===== config.mk =====
export PLATFORM = sky130hd
export DESIGN_NAME = reg_alias_slice
export DESIGN_NICKNAME = d
export VERILOG_FILES = /design/src/rtl/alias_pkg.sv /design/src/rtl/alias_decode.sv /design/src/rtl/alias_wr_gen.sv /design/src/rtl/alias_store.sv /design/src/rtl/reg_alias_slice.sv
export SDC_FILE = /design/constraint.sdc
export NUM_CORES = 1
export LEC_CHECK = 0
export BUFFER_PORTS_ARGS = -buffer_cell sky130_fd_sc_hd__clkbuf_2
export CAP_MARGIN = 30
export CORE_ASPECT_RATIO = 1.25
export CORE_MARGIN = 4
export CORE_UTILIZATION = 35
export CTS_CLUSTER_SIZE = 40
export DETAILED_ROUTE_END_ITERATION = 10
export GPL_TIMING_DRIVEN = 0
export HOLD_SLACK_MARGIN = 0.03
export PLACE_DENSITY = 0.69
export SETUP_SLACK_MARGIN = 0.02
export SLEW_MARGIN = 20
export SYNTH_ARGS = -nofsm -noshare
export SYNTH_HDL_FRONTEND = slang
export SYNTH_SLANG_ARGS = --single-unit

===== constraint.sdc =====
create_clock -name clk_i -period 1.08 [get_ports clk_i]
set_clock_uncertainty 0.2 [all_clocks]
set_input_delay 0.216 -clock clk_i [delete_from_list [all_inputs] [get_ports clk_i]]
set_output_delay 0.216 -clock clk_i [all_outputs]
set_load 0.05 [all_outputs]

===== src/rtl/alias_pkg.sv =====
package alias_pkg;
  localparam int REG_W  = 32;
  localparam int HALF_W = REG_W / 2;

  typedef enum logic [1:0] {
    OP_ALL = 2'd0,
    OP_SET = 2'd1,
    OP_CLR = 2'd2,
    OP_MSK = 2'd3
  } alias_op_e;
endpackage


===== src/rtl/alias_decode.sv =====
module alias_decode
  import alias_pkg::*;
#(
  parameter int OFFS_W  = 4,
  parameter bit HAS_SET = 1'b1,
  parameter bit HAS_CLR = 1'b1,
  parameter bit HAS_MSK = 1'b1
) (
  input  logic              valid_i,
  input  logic              write_i,
  input  logic [OFFS_W-1:0] addr_i,
  output logic              wr_en_o,
  output alias_op_e         op_o
);
  localparam int SEL_LSB = 2;

  logic present;

  assign op_o = alias_op_e'(addr_i[SEL_LSB+1:SEL_LSB]);

  always_comb begin
    unique case (op_o)
      OP_ALL:  present = 1'b1;
      OP_SET:  present = HAS_SET;
      OP_CLR:  present = HAS_CLR;
      OP_MSK:  present = HAS_MSK;
      default: present = 1'b0;
    endcase
  end

  assign wr_en_o = valid_i & write_i & present;
endmodule


===== src/rtl/alias_wr_gen.sv =====
module alias_wr_gen
  import alias_pkg::*;
#(
  parameter logic [REG_W-1:0] RO_MASK = '0
) (
  input  logic             wr_en_i,
  input  alias_op_e        op_i,
  input  logic [REG_W-1:0] wdata_i,
  output logic [REG_W-1:0] touch_o,
  output logic [REG_W-1:0] val_o
);
  logic [REG_W-1:0] raw_touch;

  always_comb begin
    raw_touch = '0;
    val_o     = '0;
    unique case (op_i)
      OP_ALL: begin raw_touch = '1;      val_o = wdata_i; end
      OP_SET: begin raw_touch = wdata_i; val_o = '1;      end
      OP_CLR: begin raw_touch = wdata_i; val_o = '0;      end
      OP_MSK: begin
        raw_touch = {{HALF_W{1'b0}}, wdata_i[REG_W-1:HALF_W]};
        val_o     = {{HALF_W{1'b0}}, wdata_i[HALF_W-1:0]};
      end
      default: ;
    endcase
  end

  assign touch_o = wr_en_i ? (raw_touch & ~RO_MASK) : '0;
endmodule


===== src/rtl/alias_store.sv =====
module alias_store
  import alias_pkg::*;
#(
  parameter logic [REG_W-1:0] RESET_VAL = '0
) (
  input  logic             clk_i,
  input  logic             rst_ni,
  input  logic [REG_W-1:0] touch_i,
  input  logic [REG_W-1:0] val_i,
  input  logic [REG_W-1:0] hw_set_i,
  input  logic [REG_W-1:0] hw_clr_i,
  output logic [REG_W-1:0] q_o
);
  for (genvar b = 0; b < REG_W; b++) begin : g_bit
    logic d;
    // bus beats hardware; hardware set beats hardware clear
    always_comb begin
      if (touch_i[b])       d = val_i[b];
      else if (hw_set_i[b]) d = 1'b1;
      else if (hw_clr_i[b]) d = 1'b0;
      else                  d = q_o[b];
    end

    always_ff @(posedge clk_i or negedge rst_ni) begin
      if (!rst_ni) q_o[b] <= RESET_VAL[b];
      else         q_o[b] <= d;
    end
  end
endmodule


===== src/rtl/reg_alias_slice.sv =====
module reg_alias_slice
  import alias_pkg::*;
#(
  parameter int               OFFS_W    = 4,
  parameter bit               HAS_SET   = 1'b1,
  parameter bit               HAS_CLR   = 1'b1,
  parameter bit               HAS_MSK   = 1'b1,
  parameter logic [REG_W-1:0] RO_MASK   = 32'h0000_00F0,
  parameter logic [REG_W-1:0] WO_MASK   = 32'h0F00_0000,
  parameter logic [REG_W-1:0] RESET_VAL = 32'h0000_0050
) (
  input  logic              clk_i,
  input  logic              rst_ni,
  input  logic              bus_valid_i,
  input  logic              bus_write_i,
  input  logic [OFFS_W-1:0] bus_addr_i,
  input  logic [REG_W-1:0]  bus_wdata_i,
  output logic [REG_W-1:0]  bus_rdata_o,
  input  logic [REG_W-1:0]  hw_set_i,
  input  logic [REG_W-1:0]  hw_clr_i,
  output logic [REG_W-1:0]  reg_o
);
  logic             wr_en;
  alias_op_e        op;
  logic [REG_W-1:0] touch, val;

  alias_decode #(
    .OFFS_W(OFFS_W), .HAS_SET(HAS_SET), .HAS_CLR(HAS_CLR), .HAS_MSK(HAS_MSK)
  ) i_decode (
    .valid_i(bus_valid_i), .write_i(bus_write_i), .addr_i(bus_addr_i),
    .wr_en_o(wr_en), .op_o(op)
  );

  alias_wr_gen #(.RO_MASK(RO_MASK)) i_wr_gen (
    .wr_en_i(wr_en), .op_i(op), .wdata_i(bus_wdata_i),
    .touch_o(touch), .val_o(val)
  );

  alias_store #(.RESET_VAL(RESET_VAL)) i_store (
    .clk_i, .rst_ni, .touch_i(touch), .val_i(val),
    .hw_set_i, .hw_clr_i, .q_o(reg_o)
  );

  assign bus_rdata_o = reg_o & ~WO_MASK;

  logic bus_wr, at_all, at_set, at_clr, at_msk;
  assign bus_wr = bus_valid_i & bus_write_i;
  assign at_all = bus_addr_i[3:2] == 2'd0;
  assign at_set = bus_addr_i[3:2] == 2'd1;
  assign at_clr = bus_addr_i[3:2] == 2'd2;
  assign at_msk = bus_addr_i[3:2] == 2'd3;

  AST_ALL_LOADS: assert property (@(posedge clk_i) disable iff (!rst_ni)
    bus_wr && at_all |=> ((reg_o ^ $past(bus_wdata_i)) & ~RO_MASK) == '0) else $error("all");

  AST_SET_ONES: assert property (@(posedge clk_i) disable iff (!rst_ni)
    bus_wr && at_set && HAS_SET && hw_clr_i == '0
    |=> (reg_o & $past(reg_o | (bus_wdata_i & ~RO_MASK))) == $past(reg_o | (bus_wdata_i & ~RO_MASK))) else $error("set");

  AST_CLR_ONES: assert property (@(posedge clk_i) disable iff (!rst_ni)
    bus_wr && at_clr && HAS_CLR |=> (reg_o & $past(bus_wdata_i & ~RO_MASK)) == '0) else $error("clr");

  AST_MSK_UPPER: assert property (@(posedge clk_i) disable iff (!rst_ni)
    bus_wr && at_msk && hw_set_i == '0 && hw_clr_i == '0
    |=> reg_o[REG_W-1:HALF_W] == $past(reg_o[REG_W-1:HALF_W])) else $error("msk");

  AST_RO_HOLD: assert property (@(posedge clk_i) disable iff (!rst_ni)
    hw_set_i == '0 && hw_clr_i == '0 |=> (reg_o & RO_MASK) == $past(reg_o & RO_MASK)) else $error("ro");

  AST_HW_IDLE: assert property (@(posedge clk_i) disable iff (!rst_ni)
    !bus_wr |=> reg_o == (($past(reg_o) | $past(hw_set_i)) & ~($past(hw_clr_i) & ~$past(hw_set_i)))) else $error("hw");

  AST_ABSENT_HOLD: assert property (@(posedge clk_i) disable iff (!rst_ni)
    bus_wr && ((at_set && !HAS_SET) || (at_clr && !HAS_CLR) || (at_msk && !HAS_MSK))
    && hw_set_i == '0 && hw_clr_i == '0 |=> $stable(reg_o)) else $error("absent");
endmodule


Yosys cells after proc, flatten, opt, wreduce, memory -nomap -nowiden
Index checks and enable logic that the tools add are counted.
Widths: inputs -> output; s select.
- register bits: 32
- input port bits: 104
- output and inout bits: 64
- logic and storage cells: 172
- equal/unequal tests: 3
- mux-type cells: 100
- bitwise logic cells: 2
- reductions and logical operators: 35
- operator list (cell ; number):
    $pmux 32 s4 ; 1
    $mux 1 ; 97
    $pmux 32 s3 ; 1
    $reduce_bool 3->1 ; 32
    $mux 32 ; 1
    $eq 2x2->1 const B ; 2
    $reduce_or 4->1 ; 1
    $and 1x1->1 ; 2
    $eq 2x1->1 const B ; 1
    $logic_not 2->1 ; 1
    $reduce_or 2->1 ; 1

Logic depth before layout (Yosys ltp)
Gate-level depths: netlist of the first run.
- word-level depth: 6
- depth in mapped cells: 8
- mapped depth without buffers: 5

By module
Synthesis of the first run repeated with hierarchy kept, for this count alone.
- cells, all modules: 332
- area, all modules: 2845.2 um2
- by module, submodules not included (module ; times used ; cells an instance ; area each (um2) ; seq. area each (um2)):
    alias_store ; 1 ; 160 ; 1724.2 ; 803.3
    alias_wr_gen ; 1 ; 136 ; 855.8 ; 0.0
    reg_alias_slice ; 1 ; 33 ; 244.0 ; 0.0
    alias_decode ; 1 ; 3 ; 21.3 ; 0.0

Worst setup path after synthesis of the first run
No wires, ideal clock.
- kind: input to register
- start: in bus_addr_i[2]
- end: reg i_store.q_o[21]
- library setup time: 0.079 ns
- arrival: 1.349 ns
- data required time: 0.801 ns
- slack: -0.548 ns
- cell stages on the path: 7
- path buffers: 2
- cells stage by stage: inv_1 ha_1 or2_1 buf_6 buf_6 a21oi_2 mux2i_1
- word-level cells in the longest chain between the ends: 5
- elaborated cells between the ends (all ways): 10
- those cells by class: eq/ne (3); mux (4); reduce/logical (3)
- ends and longest elaborated chain (what ; RTL line ; RTL):
    start, declared ; reg_alias_slice.sv:16 ; input logic [OFFS_W-1:0] bus_addr_i,
    $eq 2x1->1 or $eq 2x2->1 (tied branches) ; alias_wr_gen.sv:17 ; unique case (op_i)
    $reduce_or 2->1 (no source line) ; -- ;
    $pmux 32 s3 ; alias_wr_gen.sv:17 ;
    $mux 32 ; alias_wr_gen.sv:29 ; assign touch_o = wr_en_i ? (raw_touch & ~RO_MASK) : '0;
    $reduce_bool 3->1 (no source line) or $mux 1 (tied branches) ; -- ;
    end signal, assigned by index ; alias_store.sv:25 ; if (!rst_ni) q_o[b] <= RESET_VAL[b];
    end, declared ; alias_store.sv:12 ; output logic [REG_W-1:0] q_o
Several ways; a longest one is shown, not always the timed one.
A chain may end at the register's enable or synchronous reset.

Worst setup path in the final report of the first run
- start: reg i_store.q_o[4]
- end: out reg_o[4]
- RTL lines (what ; RTL line ; RTL):
    end, declared ; reg_alias_slice.sv:21 ; output logic [REG_W-1:0] reg_o
No word-level cell between the ends.

==> results by group, run 1 <==
Run status
  – Outcome: finished with violations
  – Failing checks: negative hold slack, negative setup slack

Final layout
  – Layout cells sized above 1: just under 70%
  – Fill cell count: 315
  – Most flops, register: i_store.q_o
  – Fin nets: 572
  – Biggest regs: i_store.q_o (32)
  – Fin util: 84.92%
  – Max FFs per register: 32
  – Most frequent cells in the layout: clkbuf_2, buf_8, a21oi_1, inv_1, clkbuf_16
  – Reg area: about 840 µm²
  – Commonest non-fill, non-tap cell in the layout: clkbuf_2
  – Multi-input logic area: around 1300 µm²
  – Area Growth Syn to Fin: 132.7%
  – ANT cells: 0

Power
  – Pwr/cell area: 1139 nW/µm²
  – Total chip power: 6044 µW
  – Maximum VDD drop: 0.6540 mV
  – Leak Pwr: approximately 0.0025 µW

Routing
  – WL/cell: 19.33 µm
  – Highest routed layer: met4
  – DR vias: 2712
  – Met2 WL: 5974 µm
  – M1 WL: roughly 3600 µm
  – Wirelength, routed: between 10000 and 15000 µm
  – WL met3: 823 µm
  – Via density: 4.931
  – Initial DRT Pass Iterations: 4
  – DR iter-0 viols: around 130
  – Post-route ant nets: 0
  – Residual DRC: 0

Clocking
  – Clk sinks: 32
  – Clock Latency Late Sink: 280 ps
  – Root Driver: clkbuf_8
  – Number of CTS-inserted buffers: 5
  – H-tree depth: 2
  – CTS tree: yes
  – Worst-path clk slew: ~70 ps
  – CTS Hold Bufs: 10
  – Max clock buf depth: 2

Setup path
  – Worst setup EP type: output port
  – CP required: 660 ps
  – R2r endpoint: i_store.q_o[30]
  – Crit Path Max Fanout: 3
  – Worst setup SP type: flip-flop
  – Reg2reg setup slack: -170 ps
  – R2r startpoint: i_store.q_o[30]
  – WP data arrival: 1110 ps
  – Cells on worst reg2reg path: 3
  – Critical path class: reg -> out

Timing
  – Hold Vio Cnt, Final: 36
  – Slew headroom: 43.54%
  – Worst hold slack: -174.0 ps
  – Worst Max-Slew Pin Slew: 846.9 ps
  – F_max: 0.6537 GHz
  – Final Max Slew Viols: 0
  – Unrepaired setup endpoints after global routing: yes
  – Tmin final: 1530 ps
  – Post-route setup slack: -449.7 ps
  – Fin crit share: 141.6%
  – Final setup vio count: 88

Placed design
  – Placer congestion estimate: 0.7402
  – Detailed Place HPWL: 5660 µm
  – Port Buffer Count: around 160

Global route
  – Grt total ovfl: 0
  – Initial antenna violation count: 0
  – Global-route wire length before repair: 15070 µm
  – Number of global-route vias before repair: 2955
  – Largest net degree at the start of global routing: 33
  – GRT Util Overall: between 20% and 30%

Floorplanning
  – Num ports: between 150 and 200
  – Total die area: 7877 µm²
  – Starting Density: 36.50%
  – Die Y: approximately 98 µm
  – FP Rows: 32
  – Core area: between 6000 and 7000 µm²
  – Die width: 80.19 µm

Synthesis
  – Netlist cell types: 20
  – Mapped Cells: 266
  – Synth Warn #: 0
  – Top FF cell, synth: dfrtp_1
  – Mapped Avg Cell Area: 8.570 µm²
  – Yosys top cell by area: dfrtp_1
  – Flops & latches, synth: 32
  – Syn Std Cell Area: 2280 µm²
  – Register area share after synthesis: 35.24%
  – Synth async-reset ratio: 100.0%
  – Top post-synthesis cells by area: dfrtp_1, a21oi_1, mux2i_1, buf_4, inv_1
  – Top cell type's share of synthesized area: 32.93%
  – Post-synth EDFFs: 0

Run
  – Max cap viols: 0

Hold path
  – Hold WC Path Type: in -> async
metal layers:
layer  up-vias  global-route usage [%]
met1      1287                   26.10
met4         0                   8.192
met3        20                   5.904
li1       1262                       -
met5         -                       0
met2       143                   46.56
critical path, cell delays in order (launching register included):
cell and delay [ps]:
dfstp_2 580, buf_8 110, clkbuf_16 150
Yosys cell counts, types with 4 or more instances:
| master | instances |
|---|---|
| ha_1 | 4 |
| buf_4 | 36 |
| inv_1 | 34 |
| a21oi_1 | 62 |
| nand2_1 | 17 |
| dfrtp_1 | 30 |
| a21oi_2 | 10 |
| a221oi_1 | 11 |
| buf_6 | 4 |
| buf_2 | 5 |
| nor2_1 | 12 |
| a21o_1 | 4 |
| mux2i_1 | 28 |
worst max-delay path by stage:
| stage | startpoint | slack [ps] | endpoint |
|---|---|---|---|
| 2_1_floorplan | bus_addr_i[3] | -440 | i_store.q_o[21] |
| 3_3_place_gp | bus_addr_i[3] | -720 | i_store.q_o[17] |
| 3_5_place_dp | bus_addr_i[3] | -760 | i_store.q_o[8] |
| 4_1_cts | i_store.q_o[4] | -430 | reg_o[4] |
| 5_1_grt | i_store.q_o[4] | -480 | reg_o[4] |
| 6_report | i_store.q_o[4] | -450 | reg_o[4] |
power breakdown:
part | internal (µW) | switching (µW) | total (µW) | leakage, µW
clock | 520 | 453 | 973 | 0.0000455
combinational | 1800 | 1720 | 3530 | 0.00216
sequential | 1350 | 196 | 1540 | 0.000331
cell families (layout without fill, tap and decap cells):
group / after synthesis / in the layout / synth area share (%)
adder cells (fa/ha/maj): 4 / 4 / 2.195
multiplexers: 28 / 28 / 12.29
AND/OR/NAND/NOR: 32 / 32 / 5.598
flip-flops: 32 / 32 / 35.24
other: 1 / 4 / 0.1645
buffers and inverters: 81 / 277 / 20.86
AO/OA/AOI/OAI: 88 / 88 / 23.66
cell type report:
class	count	share of cell area, %
Buffer	45	11.39
Clock buffer	8	1.699
Inverter	34	2.784
Multi-Input combinational cell	156	25.17
Sequential cell	32	15.76
Tap cell	85	2.005
Timing Repair Buffer	190	41.19
per-stage QoR:
step	setup WS (ps)	cell area (µm²)	TNS, ps	hold WS, ps	instances
floorplan	-439.3	2584	-12440	-279.6	269
global placement	-720.3	3476	-24450	157.8	511
detailed placement	-763.0	3476	-25920	162.0	511
CTS	-428.6	5054	-26580	-144.3	546
global route	-479.3	5304	-29090	-106.8	550
finish	-449.7	5304	-26700	-174.0	550
repair_timing:
item                                    CTS  global route
endpoints found under the setup margin   88            91
cloned                                    6             1
resized for setup                       211            68
buffers inserted                         11             5
pin swaps                                17            15
hold endpoints to repair                 62            40
(Power assumes the default switching activity.)
==> run 2: changes to the inputs <==
--- a/config.mk
+++ b/config.mk
@@ -5,16 +5,15 @@
 export SDC_FILE = /design/constraint.sdc
 export NUM_CORES = 1
 export LEC_CHECK = 0
-export BUFFER_PORTS_ARGS = -buffer_cell sky130_fd_sc_hd__clkbuf_2
 export CAP_MARGIN = 30
-export CORE_ASPECT_RATIO = 1.25
 export CORE_MARGIN = 4
 export CORE_UTILIZATION = 35
 export CTS_CLUSTER_SIZE = 40
 export DETAILED_ROUTE_END_ITERATION = 10
+export DONT_BUFFER_PORTS = 1
 export GPL_TIMING_DRIVEN = 0
 export HOLD_SLACK_MARGIN = 0.03
-export PLACE_DENSITY = 0.69
+export PLACE_DENSITY = 0.47
 export SETUP_SLACK_MARGIN = 0.02
 export SLEW_MARGIN = 20
 export SYNTH_ARGS = -nofsm -noshare
==> results by group, run 2 (synthesized netlist as in run 1, its figures left out) <==
Run status
  – Outcome: finished with violations
  – Failing checks: negative hold slack, negative setup slack

Setup path
  – CP max stage delay: 720 ps
  – Top Family by Delay on Critical Path: flip-flops
  – Worst setup EP type: output port
  – Critical path class: reg -> out
  – WP data arrival: 1180 ps
  – Buf+Inv Stages, Crit Path: 1
  – CP required: 660 ps
  – Crit Path Max Fanout: 3
  – Crit-path cells: buf_8
  – Slowest cell on crit path: dfstp_4
  – Worst setup SP type: flip-flop

Routing
  – Via density: 5.029
  – DR vias: 2293
  – Initial DRT Pass Iterations: 4
  – Wirelength, routed: 8201 µm
  – Post-route ant nets: 0
  – WL/cell: 17.98 µm
  – DR iter-0 viols: 18
  – Residual DRC: 0

Global route
  – Number of global-route vias before repair: 2520
  – Initial antenna violation count: 0
  – Grt total ovfl: 0
  – Largest net degree at the start of global routing: 33
  – Global-route wire length before repair: 12300 µm
  – GRT Util Overall: 20.63%

Floorplanning
  – Die width: about 90 µm
  – Starting Density: 35.90%
  – Die Y: 88.71 µm
  – Total die area: 7869 µm²
  – FP Rows: 29
  – Num ports: ~170
  – Core area: 6350 µm²

Placed design
  – Post-place setup slack: -541.1 ps
  – Port Buffer Count: 0
  – Detailed Place HPWL: between 4000 and 5000 µm
  – Placer congestion estimate: 0.7414

Final layout
  – Biggest regs: i_store.q_o (32)
  – Layout cells sized above 1: 42.22%
  – Multi-input logic area: 1344 µm²
  – Commonest non-fill, non-tap cell in the layout: dlygate4sd3_1
  – Fill cell count: 450
  – Most frequent cells in the layout: dlygate4sd3_1, a21oi_1, buf_8, inv_1, dfrtp_2
  – ANT cells: 0
  – Reg area: approximately 850 µm²
  – Fin util: 69.02%
  – Area Growth Syn to Fin: 92.26%
  – Fin nets: 486
  – Max FFs per register: 32
  – Most flops, register: i_store.q_o

Clocking
  – CTS Hold Bufs: 85
  – Number of CTS-inserted buffers: 5
  – H-tree depth: 2
  – Worst-path clk slew: 70 ps
  – Max clock buf depth: 2
  – Root Driver: clkbuf_8
  – Clock Latency Late Sink: 290 ps
  – Clk sinks: 32
  – CTS tree: yes

Timing
  – Hold Vio Cnt, Final: 37
  – Unrepaired setup endpoints after global routing: yes
  – Tmin final: 1601 ps
  – Post-route setup slack: -521.0 ps
  – Fin crit share: 148.2%
  – Final setup vio count: 90
  – Worst hold slack: -585.0 ps
  – Final Max Slew Viols: 0
  – F_max: 0.6246 GHz

Power
  – Pwr/cell area: 1205 nW/µm²
  – Leak Pwr: 0.001954 µW
  – Maximum VDD drop: 0.7737 mV

Run
  – Max cap viols: 0

Hold path
  – Hold WC Path Type: in -> async
## run 2: cell count changes in the layout (fill, tap and decap cells not counted), sizes merged
| cell | delta |
|---|---|
| clkbuf | -128 |
| dlygate4sd3 | +60 |
| dlymetal6s4s | +15 |
| buf | -33 |
| bufinv | +1 |
| bufbuf | -1 |
## run 2: routing by layer
metal / GRT usage [%] / part of all wire, % / vias to the layer above
li1: - / - / 1086
met1: 24.19 / 38 / 1104
met2: 37.45 / 53 / 97
met3: 5.028 / 8.2 / 6
met4: 5.220 / 0.79 / 0
met5: 0 / 0 / -
## run 2: timing repair
action                     4_1_cts  5_1_grt
gates cloned                     5        0
gates resized for setup         84       33
setup endpoints to repair       91       91
buffers inserted                13        1
hold endpoints to repair        64       39
pin swaps                       18       21
## run 2: metrics by stage
step	instance area, µm²	total power, µW	setup TNS, ps	cells
after floorplan	2584	3155	-12440	269
final	4383	5282	-20890	456
after global placement	2680	3306	-15920	346
after detailed placement	2680	3312	-16070	346
after CTS	4260	5255	-22670	457
after global routing	4383	5526	-24060	456
## run 2: worst paths after layout
check / startpoint / end / slack, ps / cells after the start
worst max-delay path: i_store.q_o[6] / reg_o[6] / -520 / 1
worst min-delay path: rst_ni / i_store.q_o[12] / -590 / 0
worst max register to register: i_store.q_o[8] / i_store.q_o[8] / -100 / 2
worst min register to register: i_store.q_o[6] / i_store.q_o[6] / 530 / 1
max in group asynchronous: rst_ni / i_store.q_o[6] / 1090 / 0
min in group clk_i: bus_wdata_i[26] / i_store.q_o[26] / -60 / 2
## run 2: power by group
group / switching (µW) / leakage, µW / internal, µW
registers: 616 / 0.000328 / 1350
clock network: 481 / 0.0000645 / 815
logic: 1010 / 0.00156 / 1010
## run 2: final cells by class
cell class | count | area share [%]
well taps | 77 | 2.198
plain buffers | 45 | 13.65
clock buffers | 7 | 2.198
inverters | 34 | 3.397
multi-input cells | 156 | 30.66
clock inverters | 1 | 0.6851
repair buffers | 104 | 27.86
flip-flops and latches | 32 | 19.35
## run 2: worst register-to-register path: stages, from the launching register on
cell and delay (ps):
dfrtp_2 540, a21oi_1 230, mux2i_1 100
